[src/rtl/iobs_pkg.sv]
package iobs_pkg;
  localparam int CODE_W   = 3;
  localparam int STATUS_W = 14;
  localparam int CODE_LSB = 8;

  typedef enum logic [2:0] {
    PH_IDLE  = 3'd0,
    PH_ARM   = 3'd1,
    PH_CLEAR = 3'd2,
    PH_LOAD  = 3'd3,
    PH_OPEN  = 3'd4,
    PH_DONE  = 3'd5
  } phase_e;

  typedef struct packed {
    logic              pad_en;
    logic              cfg_valid;
    logic              core_ready;
    logic [CODE_W-1:0] sel_code;
  } ctl_t;
endpackage

[src/rtl/iobs_rst_sync.sv]
module iobs_rst_sync #(
  parameter int STAGES = 2
) (
  input  logic clk,
  input  logic rst_n,
  output logic rst_sync_n
);
  logic [STAGES-1:0] sync_q;

  always_ff @(posedge clk or negedge rst_n) begin
    if (!rst_n) sync_q <= '0;
    else        sync_q <= {sync_q[STAGES-2:0], 1'b1};
  end

  assign rst_sync_n = sync_q[STAGES-1];
endmodule

[src/rtl/iobs_settle_timer.sv]
module iobs_settle_timer #(
  parameter int SETTLE_CYCLES = 10
) (
  input  logic clk,
  input  logic rst_n,
  input  logic load_i,
  input  logic run_i,
  output logic expired_o
);
  localparam int CNT_W = (SETTLE_CYCLES > 1) ? $clog2(SETTLE_CYCLES) : 1;
  localparam logic [CNT_W-1:0] RELOAD = CNT_W'(SETTLE_CYCLES - 1);

  logic [CNT_W-1:0] cnt_q, cnt_d;
  logic             cnt_en;

  always_comb begin
    cnt_en = load_i | (run_i & (cnt_q != '0));
    cnt_d  = load_i ? RELOAD : cnt_q - 1'b1;
  end

  always_ff @(posedge clk or negedge rst_n) begin
    if (!rst_n)      cnt_q <= '0;
    else if (cnt_en) cnt_q <= cnt_d;
  end

  assign expired_o = (cnt_q == '0);
endmodule

[src/rtl/iobs_phase_fsm.sv]
module iobs_phase_fsm
  import iobs_pkg::*;
(
  input  logic   clk,
  input  logic   rst_n,
  input  logic   start_i,
  input  logic   abort_i,
  input  logic   expired_i,
  output phase_e phase_o,
  output logic   load_o,
  output logic   run_o
);
  phase_e phase_q, phase_d;

  always_comb begin
    phase_d = phase_q;
    unique case (phase_q)
      PH_IDLE:  if (start_i && !abort_i) phase_d = PH_ARM;
      PH_ARM:   if (abort_i) phase_d = PH_IDLE; else if (expired_i) phase_d = PH_CLEAR;
      PH_CLEAR: if (abort_i) phase_d = PH_IDLE; else if (expired_i) phase_d = PH_LOAD;
      PH_LOAD:  if (abort_i) phase_d = PH_IDLE; else if (expired_i) phase_d = PH_OPEN;
      PH_OPEN:  phase_d = abort_i ? PH_IDLE : PH_DONE;
      PH_DONE:  if (abort_i) phase_d = PH_IDLE; else if (start_i) phase_d = PH_ARM;
      default:  phase_d = PH_IDLE;
    endcase
  end

  always_comb begin
    load_o = (phase_d != phase_q) &&
             (phase_d == PH_ARM || phase_d == PH_CLEAR || phase_d == PH_LOAD);
    run_o  = (phase_q == PH_ARM || phase_q == PH_CLEAR || phase_q == PH_LOAD);
  end

  always_ff @(posedge clk or negedge rst_n) begin
    if (!rst_n) phase_q <= PH_IDLE;
    else        phase_q <= phase_d;
  end

  assign phase_o = phase_q;
endmodule

[src/rtl/iobs_ctl_decode.sv]
module iobs_ctl_decode
  import iobs_pkg::*;
(
  input  phase_e phase_i,
  output ctl_t   ctl_o,
  output logic   done_o
);
  always_comb begin
    ctl_o  = '0;
    done_o = 1'b0;
    unique case (phase_i)
      PH_IDLE:  ctl_o = '0;
      PH_ARM: begin
        ctl_o.sel_code   = '1;
        ctl_o.core_ready = 1'b1;
      end
      PH_CLEAR: ctl_o.core_ready = 1'b1;
      PH_LOAD: begin
        ctl_o.core_ready = 1'b1;
        ctl_o.cfg_valid  = 1'b1;
      end
      PH_OPEN, PH_DONE: begin
        ctl_o.core_ready = 1'b1;
        ctl_o.cfg_valid  = 1'b1;
        ctl_o.pad_en     = 1'b1;
        done_o           = (phase_i == PH_DONE);
      end
      default: ctl_o = '0;
    endcase
  end
endmodule

[src/rtl/io_bringup_seq.sv]
module io_bringup_seq
  import iobs_pkg::*;
#(
  parameter int SETTLE_CYCLES = 10,
  parameter int SYNC_STAGES   = 2
) (
  input  logic                clk,
  input  logic                rst_n,
  input  logic                start_i,
  input  logic                abort_i,
  output logic [CODE_W-1:0]   sel_code_o,
  output logic                core_ready_o,
  output logic                cfg_valid_o,
  output logic                pad_en_o,
  output logic                done_o,
  output logic [STATUS_W-1:0] status_o
);
  logic   rst_int_n;
  logic   tmr_load, tmr_run, tmr_expired;
  phase_e phase;
  ctl_t   ctl;

  iobs_rst_sync #(.STAGES(SYNC_STAGES)) u_rst_sync (
    .clk        (clk),
    .rst_n      (rst_n),
    .rst_sync_n (rst_int_n)
  );

  iobs_settle_timer #(.SETTLE_CYCLES(SETTLE_CYCLES)) u_timer (
    .clk       (clk),
    .rst_n     (rst_int_n),
    .load_i    (tmr_load),
    .run_i     (tmr_run),
    .expired_o (tmr_expired)
  );

  iobs_phase_fsm u_fsm (
    .clk       (clk),
    .rst_n     (rst_int_n),
    .start_i   (start_i),
    .abort_i   (abort_i),
    .expired_i (tmr_expired),
    .phase_o   (phase),
    .load_o    (tmr_load),
    .run_o     (tmr_run)
  );

  iobs_ctl_decode u_decode (
    .phase_i (phase),
    .ctl_o   (ctl),
    .done_o  (done_o)
  );

  assign sel_code_o   = ctl.sel_code;
  assign core_ready_o = ctl.core_ready;
  assign cfg_valid_o  = ctl.cfg_valid;
  assign pad_en_o     = ctl.pad_en;
  assign status_o     = {ctl, {CODE_LSB{1'b0}}};
endmodule

[config.mk]
export PLATFORM = sky130hd
export DESIGN_NAME = io_bringup_seq
export DESIGN_NICKNAME = d
export VERILOG_FILES = /design/src/rtl/iobs_pkg.sv /design/src/rtl/iobs_rst_sync.sv /design/src/rtl/iobs_settle_timer.sv /design/src/rtl/iobs_phase_fsm.sv /design/src/rtl/iobs_ctl_decode.sv /design/src/rtl/io_bringup_seq.sv
export SDC_FILE = /design/constraint.sdc
export NUM_CORES = 1
export LEC_CHECK = 0
export ABC_CLOCK_PERIOD_IN_PS = 1400
export BUFFER_PORTS_ARGS = -buffer_cell sky130_fd_sc_hd__buf_2
export CELL_PAD_IN_SITES_DETAIL_PLACEMENT = 0
export CELL_PAD_IN_SITES_GLOBAL_PLACEMENT = 1
export CORE_AREA = 2 2 48 50
export CTS_CLUSTER_SIZE = 30
export DETAILED_ROUTE_END_ITERATION = 7
export DIE_AREA = 0 0 50 52
export PLACE_DENSITY_LB_ADDON = 0.1
export SLEW_MARGIN = 20
export SYNTH_ARGS = -nofsm -noshare
export SYNTH_HDL_FRONTEND = slang
export SYNTH_SLANG_ARGS = --single-unit
export TNS_END_PERCENT = 5
[constraint.sdc]
create_clock -name clk -period 1.4 [get_ports clk]
set_input_delay 0.14 -clock clk [delete_from_list [all_inputs] [get_ports clk]]
set_output_delay 0.14 -clock clk [all_outputs]
set_load 0.05 [all_outputs]
Word-level counts from Yosys, hierarchy flattened
Cells that the tools add are included.
{ "word_totals": {"reg_bits": 9, "latch_bits": 0, "ramBits": 0, "mem_bits_ro": 0, "inputBits": 4, "out_inout_bits": 21, "elab_cells": 45, "n_memories": 0} }
{ "classes": {"add_sub_neg": 1, "multipliers": 0, "div": 0, "magnitude_cmp": 0, "eq_ne": 9, "shift": 0, "mux": 17, "bitwise_logic": 2, "n_reduce_logical": 13} }
{ "op_table": {"columns": ["cell", "n"], "rows": [
  ["$mux 3", 11],
  ["$pmux 3 s6", 1],
  ["$eq 3x2->1 const B", 4],
  ["$eq 3x1->1 const B", 2],
  ["$eq 3x3->1 const B", 2],
  ["$reduce_or 5->1", 1],
  ["$logic_not 4->1", 1],
  ["$logic_or 1x1->1", 4],
  ["$mux 1", 4],
  ["$mux 4", 1],
  ["$reduce_bool 4->1", 1],
  ["$sub 4x1->4 const B", 1],
  ["$logic_not 3->1", 1],
  ["$ne 3x3->1", 1],
  ["$reduce_or 3->1", 1],
  ["$logic_and 1x1->1", 2],
  ["$reduce_or 2->1", 1],
  ["$and 1x1->1", 1],
  ["$logic_not 1->1", 1],
  ["$or 1x1->1", 1]
]} }

Longest topological paths before layout
Gate-level depths: netlist of the first run.
{ "depth": {"depth_word": 9, "ltp_mapped": 6, "mapped_depth_nobuf": 6} }

By module
Synthesis of the first run repeated with hierarchy kept, for this count alone.
{ "hier_totals": {"cells_unflattened": 72, "hier_area_um2": 648.1} }
{ "by_module_without_submodules": {"columns": ["mod", "n_inst", "cells_each", "area_each_um2", "seq_area_each_um2"], "rows": [
  ["iobs_settle_timer", 1, 23, 229.0, 100.1],
  ["iobs_phase_fsm", 1, 22, 190.2, 75.1],
  ["io_bringup_seq", 1, 15, 108.9, 0.0],
  ["iobs_ctl_decode", 1, 9, 66.3, 0.0],
  ["iobs_rst_sync", 1, 3, 53.8, 50.0]
]} }

Worst setup path before layout of the first run
No wires, ideal clock.
{ "synth_timing": {"kind": "register -> output", "start": "register u_fsm.phase_q[1] (netlist: u_fsm.phase_o[1])", "end": "output sel_code_o[1]", "arrival_ns": 2.257, "required_time_ns": 1.260, "slack_ns": -0.997, "path_stages_with_launch": 4, "n_path_buf": 2, "cell_sequence": "dfrtp_1 -> buf_4 -> nor3_1 -> buf_4"} }
{ "synth_between": {"elab_chain_cells": 2} }
{ "synth_lines": {"columns": ["element", "line_no", "source"], "rows": [
  ["start, declared", "iobs_phase_fsm.sv:13", "phase_e phase_q, phase_d;"],
  ["start signal, assigned", "iobs_phase_fsm.sv:36", "else phase_q <= phase_d;"],
  ["$eq 3x1->1", "iobs_ctl_decode.sv:11", "unique case (phase_i)"],
  ["$mux 3", "iobs_ctl_decode.sv:11", null],
  ["end, declared", "io_bringup_seq.sv:11", "output logic [CODE_W-1:0] sel_code_o,"]
]} }
Every way passes these cells.

Final worst setup path of the first run
{ "layout_timing": {"start": "register u_fsm.phase_q[2] (netlist: u_fsm.phase_o[2])", "end": "output status_o[9]"} }
{ "layout_between": {"elab_chain_cells": 2} }
{ "layout_lines": {"columns": ["element", "line_no", "source"], "rows": [
  ["$eq 3x1->1", "iobs_ctl_decode.sv:11", null],
  ["$mux 3", "iobs_ctl_decode.sv:11", null],
  ["end, declared", "io_bringup_seq.sv:16", "output logic [STATUS_W-1:0] status_o"]
]} }
Every way passes these cells.

==> impl_metrics.ini, run 1 <==
[global_routing]
globalRouteMet2Util_pct = 18.4
grt_busiest_layer = met2
number_of_antenna_violations_at_the_first_check_in_global_routing = 0
grt.met3_usage_pct = 2.87
grt_pass1_wl_um = 2210
grt_pass1_vias = 532
grt_start_max_net_pins = 8
grt_util_met1_pct = 13.3
gr-usage-all-layers_pct = 11.1
grt_overflow = 0

[timing]
setup_viol_count_final = 17
final_clock_period_utilization_by_the_worst_path_pct = 110
final_max_slew_viol_count = 0
finalHoldViolCount = 0
timing.final.crit_period_ns = 1.54
clock-skew-final_ns = 0.00255
tns_ns = -1.34
worst_hold_slack_ns = 0.0844
timing.fmax_mhz = 649
fin_ws_ns = -0.141
rsz0062_at_grt = yes

[critical_path]
max_stage_delay_ns = 0.41
crit_path_top_delay_cell = dfrtp_1
worst-path-max-fanout = 6
setup.worst_path.end_class = primary output
worst-endpoint-required_ns = 1.26
cp_common_cell = buf_6
worstSetupPathType = reg2out
path_cells = buf_4 -> nor3_4 -> buf_6 -> buf_6
start_kind = flip-flop
worst_endpoint_data_arrival_time_ns = 1.40

[detailed_routing]
routed_wire_length_per_instance_um = 10.5
totalWireLength_um = 1330
drt_first_iter_violations = 5
antenna_violating_nets_post_route = 0
remaining_drc_errors = 0
detailedRoute.firstPassIterationCount = 4
routed-via-count = 540
routed_via_density = 4.25

[synthesis]
synth.yosys.warnings = 0
post_synth.cell_area_avg_sq_um = 9.45
synth_most_common_cell = buf_4
flop_and_latch_count_out_of_synthesis = 9
synthDominantAreaCellType = dfrtp_1
synth_area_leaders = dfrtp_1, buf_4, inv_1
yosys-top-cells-count = buf_4, dfrtp_1, inv_1, nand2_1, nor2_1
leading_register_cell_type_out_of_synthesis = dfrtp_1
synth.top_cell.area_share_pct = 33.1
synth-seq-area-share_pct = 33.1
count_of_flip_flops_with_a_built_in_enable_after_synthesis = 0
yosys.cell_types.count = 32
count_of_mapped_cells_out_of_synthesis = 72
ys_async_sr_fraction_pct = 100
mappedNetlistArea_sq_um = 681

[run]
cap_violations = 0

[place]
placement.io_buffers = 16
place.detailed.hpwl_um = 966
detailedPlace.worstSlack_ns = -0.111
globalplace.congestion = 0.802

[run_status]
violated_checks = negative setup slack
status = complete, but fails checks

[floorplanning]
num_rows = 17
floorplan.die.height_um = 52
die_w_um = 50
die-area_sq_um = 2600
effective_utilization_at_floorplan_pct = 32.3
core-area_sq_um = 2110
num_io_pins = 25

[final_layout]
layout.core_utilization_pct = 44.3
nets = 105
antenna_cells = 0
post_route_cells_drive_above_1_share_pct = 48.5
num-fill-cells = 214
area.growth.synth_to_final_pct = 36.9

[pwr]
cellPowerDensity_nw_per_um2 = 1290
irDropWorstVdd_uv = 593
p_leak_nw = 0.458

[clock_tree]
clk_pin_slew_ns = 0.06
clock_path_buffers = 2
worstSkewPairLatency_ns = 0.25
clock_sinks = 9
ctsHtreeMaxLevel = 1
cts_buffers = 3
cts_root_buf = clkbuf_4
tritoncts = yes

[hold_path]
worstHoldPathType = in2reg
-- per-stage QoR --
stage,instances,total power [mW],area [sq um]
after CTS,123,1.14,880
after global placement,115,0.910,781
after floorplan,79,0.815,737
after detailed placement,115,0.904,781
after global routing,127,1.29,932
final,127,1.20,932
-- cells by family after synthesis --
| family | after synthesis | share of synthesized area, % |
|---|---|---|
| DFF | 9 | 33.1 |
| adders and majority gates | 1 | 1.84 |
| xor gates and xnor gates | 3 | 3.86 |
| buffers and inverters | 24 | 24.3 |
| AOI/OAI and AO/OA | 12 | 15.1 |
| other | 2 | 1.10 |
| muxes | 1 | 1.47 |
| and+or+nand+nor | 20 | 19.3 |
-- layer usage --
layer | vias to the layer above | routed length (um)
met5 | - | 0
met4 | 0 | 14
met3 | 2 | 73
met2 | 19 | 623
met1 | 251 | 617
li1 | 268 | -
-- critical path: cells and delay by family (launching register included) --
kind	cells	cell delay [ns]
buffers and inverters	3	0.48
DFF	1	0.41
and+or+nand+nor	1	0.25
-- final cells by class --
class / count / area, sq um / share of cell area [%]
multi-input cells: 46 / 338 / 36.2
repair buffers: 35 / 283 / 30.3
flip-flops and latches: 9 / 228 / 24.4
well taps: 28 / 35.0 / 3.76
clock buffers: 4 / 26.3 / 2.82
inverters: 5 / 22.5 / 2.42
-- placed cells by master, fill, tap and decap left out, drive strengths merged --
| cell | Yosys | layout |
|---|---|---|
| a211oi | 1 | 1 |
| a21boi | 1 | 1 |
| a21o | 1 | 1 |
| a21oi | 2 | 2 |
| a22o | 1 | 1 |
| a31oi | 1 | 1 |
| and3b | 1 | 1 |
| buf | 19 | 34 |
| clkbuf | 0 | 4 |
| clkinvlp | 0 | 1 |
| conb | 2 | 9 |
| dfrtp | 9 | 9 |
| dlygate4sd3 | 0 | 1 |
| ha | 1 | 1 |
| inv | 5 | 4 |
| mux2i | 1 | 1 |
| nand2 | 4 | 4 |
| nand2b | 1 | 1 |
| nand4bb | 1 | 1 |
| nor2 | 4 | 4 |
| nor2b | 1 | 1 |
| nor3 | 3 | 3 |
| nor3b | 2 | 2 |
| o211a | 1 | 1 |
| o21ai | 1 | 1 |
| o21bai | 2 | 2 |
| o22a | 1 | 1 |
| or2b | 1 | 1 |
| or3 | 1 | 1 |
| or4b | 1 | 1 |
| xnor2 | 2 | 2 |
| xor2 | 1 | 1 |
-- state kept, by name, summed over array words and instances (netlist names) --
register	flops
u_timer.cnt_q	4
u_rst_sync.sync_q	2
u_fsm.phase_o	3
-- worst paths after layout --
kind	from	to	slack, ns	cells after the start
worst max-delay path	u_fsm.phase_o[2]$_DFF_PN0_	status_o[9]	-0.14	4
min in group asynchronous	u_rst_sync.sync_q[1]$_DFF_PN0_	u_timer.cnt_q[2]$_DFFE_PN0P_	0.12	0
max in group asynchronous	u_rst_sync.sync_q[1]$_DFF_PN0_	u_fsm.phase_o[1]$_DFF_PN0_	1.04	0
worst min-delay path	abort_i	u_fsm.phase_o[0]$_DFF_PN0_	0.08	2
worst min register to register	u_rst_sync.sync_q[1]$_DFF_PN0_	u_timer.cnt_q[2]$_DFFE_PN0P_	0.12	0
worst max register to register	u_timer.cnt_q[1]$_DFFE_PN0P_	u_timer.cnt_q[2]$_DFFE_PN0P_	-0.09	6
-- repair_timing --
item,in CTS,in global routing
cloned,0,0
gates resized for setup,16,6
hold buffers,1,0
setup endpoints to repair,18,17
hold endpoints to repair,2,0
buffers inserted,3,4
pin swaps,0,4
-- where the power goes --
group	total, mW	switching, mW	internal, mW
Clock	0.200	0.0902	0.110
Sequential	0.375	0.0560	0.319
Combinational	0.625	0.337	0.288
Total	1.20	0.483	0.718
Power figures use the tool's default switching activity.
==> inputs of run 2 (changes only) <==
--- a/config.mk
+++ b/config.mk
@@ -9,13 +9,14 @@
 export BUFFER_PORTS_ARGS = -buffer_cell sky130_fd_sc_hd__buf_2
 export CELL_PAD_IN_SITES_DETAIL_PLACEMENT = 0
 export CELL_PAD_IN_SITES_GLOBAL_PLACEMENT = 1
-export CORE_AREA = 2 2 48 50
+export CORE_AREA = 2 2 47 49
 export CTS_CLUSTER_SIZE = 30
 export DETAILED_ROUTE_END_ITERATION = 7
-export DIE_AREA = 0 0 50 52
+export DIE_AREA = 0 0 49 51
 export PLACE_DENSITY_LB_ADDON = 0.1
 export SLEW_MARGIN = 20
 export SYNTH_ARGS = -nofsm -noshare
 export SYNTH_HDL_FRONTEND = slang
+export SYNTH_HIERARCHICAL = 1
 export SYNTH_SLANG_ARGS = --single-unit
 export TNS_END_PERCENT = 5
==> impl_metrics.ini, run 2 <==
[critical_path]
setup.worst_path.end_class = primary output
path_cells = buf_4 -> buf_4 -> nor3b_4 -> buf_4
worst-endpoint-required_ns = 1.26
worstSetupPathType = reg2out
crit_buf_inv = 3
timing.reg2reg.worst_path_depth = 8
rr_endpoint = u_timer/cnt_q[1]$_DFFE_PN0P_
max_stage_delay_ns = 0.44
ff2ff_setup_slack_ns = -0.27
worst_endpoint_data_arrival_time_ns = 1.53
worst-path-max-fanout = 6
crit_path_top_delay_cell = dfrtp_2
start_kind = flip-flop
critical_path.top_delay_family = buffers and inverters
timing.rr.start = u_timer/cnt_q[0]$_DFFE_PN0P_
cp_common_cell = buf_4

[synthesis]
synth.top_cell.area_share_pct = 34.7
mappedNetlistArea_sq_um = 648
synth_area_leaders = dfrtp_1, buf_4, nor2_1
yosys.cell_types.count = 29
count_of_mapped_cells_out_of_synthesis = 72
count_of_flip_flops_with_a_built_in_enable_after_synthesis = 0
flop_and_latch_count_out_of_synthesis = 9
synth_most_common_cell = buf_4
leading_register_cell_type_out_of_synthesis = dfrtp_1
synthDominantAreaCellType = dfrtp_1
yosys-top-cells-count = buf_4, dfrtp_1, nor2_1
synth-seq-area-share_pct = 34.7
synth.yosys.warnings = 6
post_synth.cell_area_avg_sq_um = 9.00
ys_async_sr_fraction_pct = 100

[clock_tree]
ctsHtreeMaxLevel = 1
clock_sinks = 9
cts_buffers = 3
worstSkewPairLatency_ns = 0.26
cts_root_buf = clkbuf_4
clk_pin_slew_ns = 0.07
tritoncts = yes
clock_path_buffers = 2

[global_routing]
grt_overflow = 0
grt_start_max_net_pins = 8
number_of_antenna_violations_at_the_first_check_in_global_routing = 0
gr-usage-all-layers_pct = 11.6
grt_pass1_wl_um = 2190
grt_pass1_vias = 528

[final_layout]
area.growth.synth_to_final_pct = 54.4
registers.top_by_ff_count = u_timer/cnt_q
num-fill-cells = 217
layout.core_utilization_pct = 48.5
largest_reg_flops = 4
layout_common_cells = buf_4, conb_1, nor2_1, dfrtp_1, buf_6
antenna_cells = 0
final_common_cell = buf_4
nets = 112
post_route_cells_drive_above_1_share_pct = 54.3

[place]
globalplace.congestion = 0.769
placement.io_buffers = 16
place.detailed.hpwl_um = 1080

[floorplanning]
die-area_sq_um = 2500
floorplan.die.height_um = 51
num_rows = 17
effective_utilization_at_floorplan_pct = 31.4
num_io_pins = 25
die_w_um = 49
core-area_sq_um = 2060

[timing]
setup_viol_count_final = 18
timing.final.crit_period_ns = 1.67
finalHoldViolCount = 0
fin_ws_ns = -0.274
timing.fmax_mhz = 597
clock-skew-final_ns = 0.00504
final_clock_period_utilization_by_the_worst_path_pct = 120
final_max_slew_viol_count = 0
worst_hold_slack_ns = 0.113
rsz0062_at_grt = yes

[detailed_routing]
routed_wire_length_per_instance_um = 9.89
drt_first_iter_violations = 3
detailedRoute.firstPassIterationCount = 2
routed_via_density = 4.20
remaining_drc_errors = 0
routed-via-count = 558
totalWireLength_um = 1320
antenna_violating_nets_post_route = 0

[run_status]
status = complete, but fails checks
violated_checks = negative setup slack

[run]
cap_violations = 0

[pwr]
irDropWorstVdd_uv = 841
cellPowerDensity_nw_per_um2 = 1320
p_leak_nw = 0.475

[hold_path]
worstHoldPathType = reg2async
[run 2: changes by cell type after synthesis, moves of 2 or more]
cell,previous run,this run
nor2b_1,1,3
nor2_1,4,8
nand3b_1,0,2
inv_1,5,2
buf_4,18,16
[run 2: layer usage]
layer  vias up  global-route usage (%)  share of wire (%)
met4         0                    2.86                  0
li1        284                       -                  -
met5         -                       0                  0
met3         0                    2.63                2.9
met1       263                    14.6                 44
met2        11                    20.1                 53
[run 2: power by group]
| part | internal, mW | switching, mW |
|---|---|---|
| Clock | 0.110 | 0.0922 |
| Sequential | 0.323 | 0.0582 |
| Combinational | 0.347 | 0.392 |
| Total | 0.780 | 0.543 |
[run 2: kinds of logic (layout without fill, tap and decap cells)]
| logic type | after synthesis | after routing | share of synthesized area, % |
|---|---|---|---|
| flops | 9 | 9 | 34.7 |
| buf+inv | 18 | 44 | 19.7 |
| compound gates | 8 | 8 | 7.92 |
| simple gates | 30 | 30 | 28.0 |
| other cells | 2 | 9 | 1.16 |
| xor+xnor | 1 | 1 | 1.35 |
| fa+ha+maj | 2 | 2 | 3.86 |
| mux | 2 | 2 | 3.28 |
[run 2: how the worst max path moves through the flow]
stage                                 startpoint                      endpoint  slack, ns  cells after the start
finish                u_fsm/phase_o[1]$_DFF_PN0_                  status_o[10]      -0.27                      4
global route        u_timer/cnt_q[0]$_DFFE_PN0P_  u_timer/cnt_q[1]$_DFFE_PN0P_      -0.39                      8
CTS                 u_timer/cnt_q[1]$_DFFE_PN0P_  u_timer/cnt_q[1]$_DFFE_PN0P_      -0.30                      8
detailed placement  u_timer/cnt_q[0]$_DFFE_PN0P_  u_timer/cnt_q[1]$_DFFE_PN0P_      -0.32                      8
global placement    u_timer/cnt_q[0]$_DFFE_PN0P_  u_timer/cnt_q[1]$_DFFE_PN0P_      -0.27                      8
floorplan           u_timer/cnt_q[0]$_DFFE_PN0P_  u_timer/cnt_q[1]$_DFFE_PN0P_      -0.27                      8
[run 2: stage by stage]
stage	std cells	worst slack, ns	instance area [sq um]	setup TNS, ns	total power [mW]
floorplan	79	-0.268	757	-1.84	0.893
global placement	127	-0.270	887	-1.03	1.08
detailed placement	127	-0.324	887	-1.31	1.09
CTS	133	-0.301	991	-3.77	1.34
global route	133	-0.390	1000	-5.26	1.42
finish	133	-0.274	1000	-3.47	1.32
[run 2: layout make-up]
class                      instances  area [sq um]  area share, %
clock buffer                       4          26.3           2.63
inverter                           2          7.51          0.750
sequential                         9           226           22.6
multi-input combinational         52           399           39.9
timing repair buffer              38           307           30.6
tap                               28          35.0           3.50
[run 2: what timing repair did]
item	4_1_cts	5_1_grt
gates resized for setup	20	2
endpoints found under the setup margin	19	20
setup buffers	1	0
hold buffers	1	0
pin swaps	2	0
endpoints found under the hold margin	2	0
==> inputs of run 3 (changes only) <==
--- a/config.mk
+++ b/config.mk
@@ -5,14 +5,14 @@
 export SDC_FILE = /design/constraint.sdc
 export NUM_CORES = 1
 export LEC_CHECK = 0
-export ABC_CLOCK_PERIOD_IN_PS = 1400
+export ABC_CLOCK_PERIOD_IN_PS = 2100
 export BUFFER_PORTS_ARGS = -buffer_cell sky130_fd_sc_hd__buf_2
 export CELL_PAD_IN_SITES_DETAIL_PLACEMENT = 0
 export CELL_PAD_IN_SITES_GLOBAL_PLACEMENT = 1
-export CORE_AREA = 2 2 47 49
+export CORE_AREA = 2 2 46 48
 export CTS_CLUSTER_SIZE = 30
 export DETAILED_ROUTE_END_ITERATION = 7
-export DIE_AREA = 0 0 49 51
+export DIE_AREA = 0 0 48 50
 export PLACE_DENSITY_LB_ADDON = 0.1
 export SLEW_MARGIN = 20
 export SYNTH_ARGS = -nofsm -noshare
==> constraint.sdc (replaced) <==
create_clock -name clk -period 2.1 [get_ports clk]
set_input_delay 0.21 -clock clk [delete_from_list [all_inputs] [get_ports clk]]
set_output_delay 0.21 -clock clk [all_outputs]
set_load 0.05 [all_outputs]
==> impl_metrics.ini, run 3 (synthesized netlist as in run 2, its figures left out) <==
[run_status]
status = finished, final reports clean

[global_routing]
grt_pass1_vias = 416
grt_overflow = 0
number_of_antenna_violations_at_the_first_check_in_global_routing = 0
grt_start_max_net_pins = 13
gr-usage-all-layers_pct = 10.6
grt_pass1_wl_um = 1800

[floorplanning]
die-area_sq_um = 2400
num_io_pins = 25
die_w_um = 48
core-area_sq_um = 1900
num_rows = 16
effective_utilization_at_floorplan_pct = 34.1
floorplan.die.height_um = 50

[critical_path]
rr_endpoint = u_timer/cnt_q[3]$_DFFE_PN0P_
worst-path-max-fanout = 4
worstSetupPathType = reg2reg
start_kind = flip-flop
worst_endpoint_data_arrival_time_ns = 2.05
timing.reg2reg.worst_path_depth = 8
setup.worst_path.end_class = flip-flop
worst-endpoint-required_ns = 2.24
timing.rr.start = u_timer/cnt_q[0]$_DFFE_PN0P_
ff2ff_setup_slack_ns = 0.19

[clock_tree]
clk_pin_slew_ns = 0.06
cts_buffers = 3
ctsHtreeMaxLevel = 1
cts_root_buf = clkbuf_4
tritoncts = yes
clock_sinks = 9
worstSkewPairLatency_ns = 0.25
clock_path_buffers = 2

[timing]
clock-skew-final_ns = 0.00501
finalHoldViolCount = 0
timing.final.crit_period_ns = 1.91
setup_viol_count_final = 0
fin_ws_ns = 0.190
rsz0062_at_grt = no
timing.fmax_mhz = 524
final_max_slew_viol_count = 0
final_clock_period_utilization_by_the_worst_path_pct = 90.9

[final_layout]
post_route_cells_drive_above_1_share_pct = 34.5
area.growth.synth_to_final_pct = 14.7
layout_common_cells = buf_2, conb_1, dfrtp_1
largest_reg_flops = 4
registers.top_by_ff_count = u_timer/cnt_q
nets = 94
num-fill-cells = 196
antenna_cells = 0
final_common_cell = buf_2
layout.core_utilization_pct = 39.1

[run]
cap_violations = 0

[detailed_routing]
routed_wire_length_per_instance_um = 9.48
routed-via-count = 490
drt_first_iter_violations = 6
totalWireLength_um = 1080
routed_via_density = 4.30
antenna_violating_nets_post_route = 0
detailedRoute.firstPassIterationCount = 4
remaining_drc_errors = 0

[pwr]
irDropWorstVdd_uv = 358
cellPowerDensity_nw_per_um2 = 950
p_leak_nw = 0.374

[hold_path]
worstHoldPathType = reg2async

[place]
placement.io_buffers = 16
place.detailed.hpwl_um = 844
globalplace.congestion = 0.717
detailedPlace.worstSlack_ns = 0.0376
[run 3: stage by stage]
step	cells	instance area, sq um	total power, mW	hold slack [ns]	TNS, ns
global placement	108	688	0.574	-0.00537	-0.00636
floorplan	79	679	0.538	-0.0856	0
finish	114	743	0.706	0.104	0
global route	114	743	0.772	0.139	0
detailed placement	108	688	0.576	-0.00363	0
CTS	113	724	0.709	0.114	0
[run 3: where the power goes]
part	total, mW	internal, mW	switching [mW]
sequential	0.259	0.215	0.0445
clock	0.126	0.0728	0.0532
combinational	0.321	0.108	0.213
total	0.706	0.396	0.310
[run 3: cell type report]
type                       count  area, sq um  area share, %
clock buffer                   4         26.3           3.54
inverter                       2         7.51           1.01
multi-input combinational     52          338           45.5
sequential                     9          225           30.3
tap                           27         33.8           4.55
timing repair buffer          20          113           15.2
[run 3: worst max path at each step]
stage / start / endpoint / depth (start not counted)
6_report: u_timer/cnt_q[0]$_DFFE_PN0P_ / u_timer/cnt_q[3]$_DFFE_PN0P_ / 8
2_1_floorplan: u_timer/cnt_q[0]$_DFFE_PN0P_ / u_timer/cnt_q[1]$_DFFE_PN0P_ / 8
3_5_place_dp: u_timer/cnt_q[0]$_DFFE_PN0P_ / u_timer/cnt_q[0]$_DFFE_PN0P_ / 9
5_1_grt: u_timer/cnt_q[0]$_DFFE_PN0P_ / u_timer/cnt_q[0]$_DFFE_PN0P_ / 9
4_1_cts: u_timer/cnt_q[0]$_DFFE_PN0P_ / u_timer/cnt_q[0]$_DFFE_PN0P_ / 9
3_3_place_gp: u_timer/cnt_q[0]$_DFFE_PN0P_ / u_timer/cnt_q[0]$_DFFE_PN0P_ / 9
[run 3: routing by layer]
metal	track usage (%)	part of all wire, %	vias to the layer above	wire length (um)
li1	-	-	247	-
met1	14.6	51	223	550
met2	14.4	45	20	483
met3	3.30	4.3	0	47
met4	5.41	0	0	0
met5	0	0	-	0
[run 3: worst max-delay path, stage by stage, from the launching register on]
cell	delay, ns
dfrtp_1	0.37
inv_1	0.08
ha_1	0.21
nor3b_2	0.16
and2_2	0.22
o21ai_0	0.20
a31oi_2	0.16
buf_4	0.17
a211o_1	0.23
[run 3: what timing repair did]
action | CTS | global route
resized for setup | 0 | 2
endpoints found under the setup margin | 0 | 4
buffers inserted | 0 | 1
hold buffers | 1 | 0
hold endpoints to repair | 2 | 0
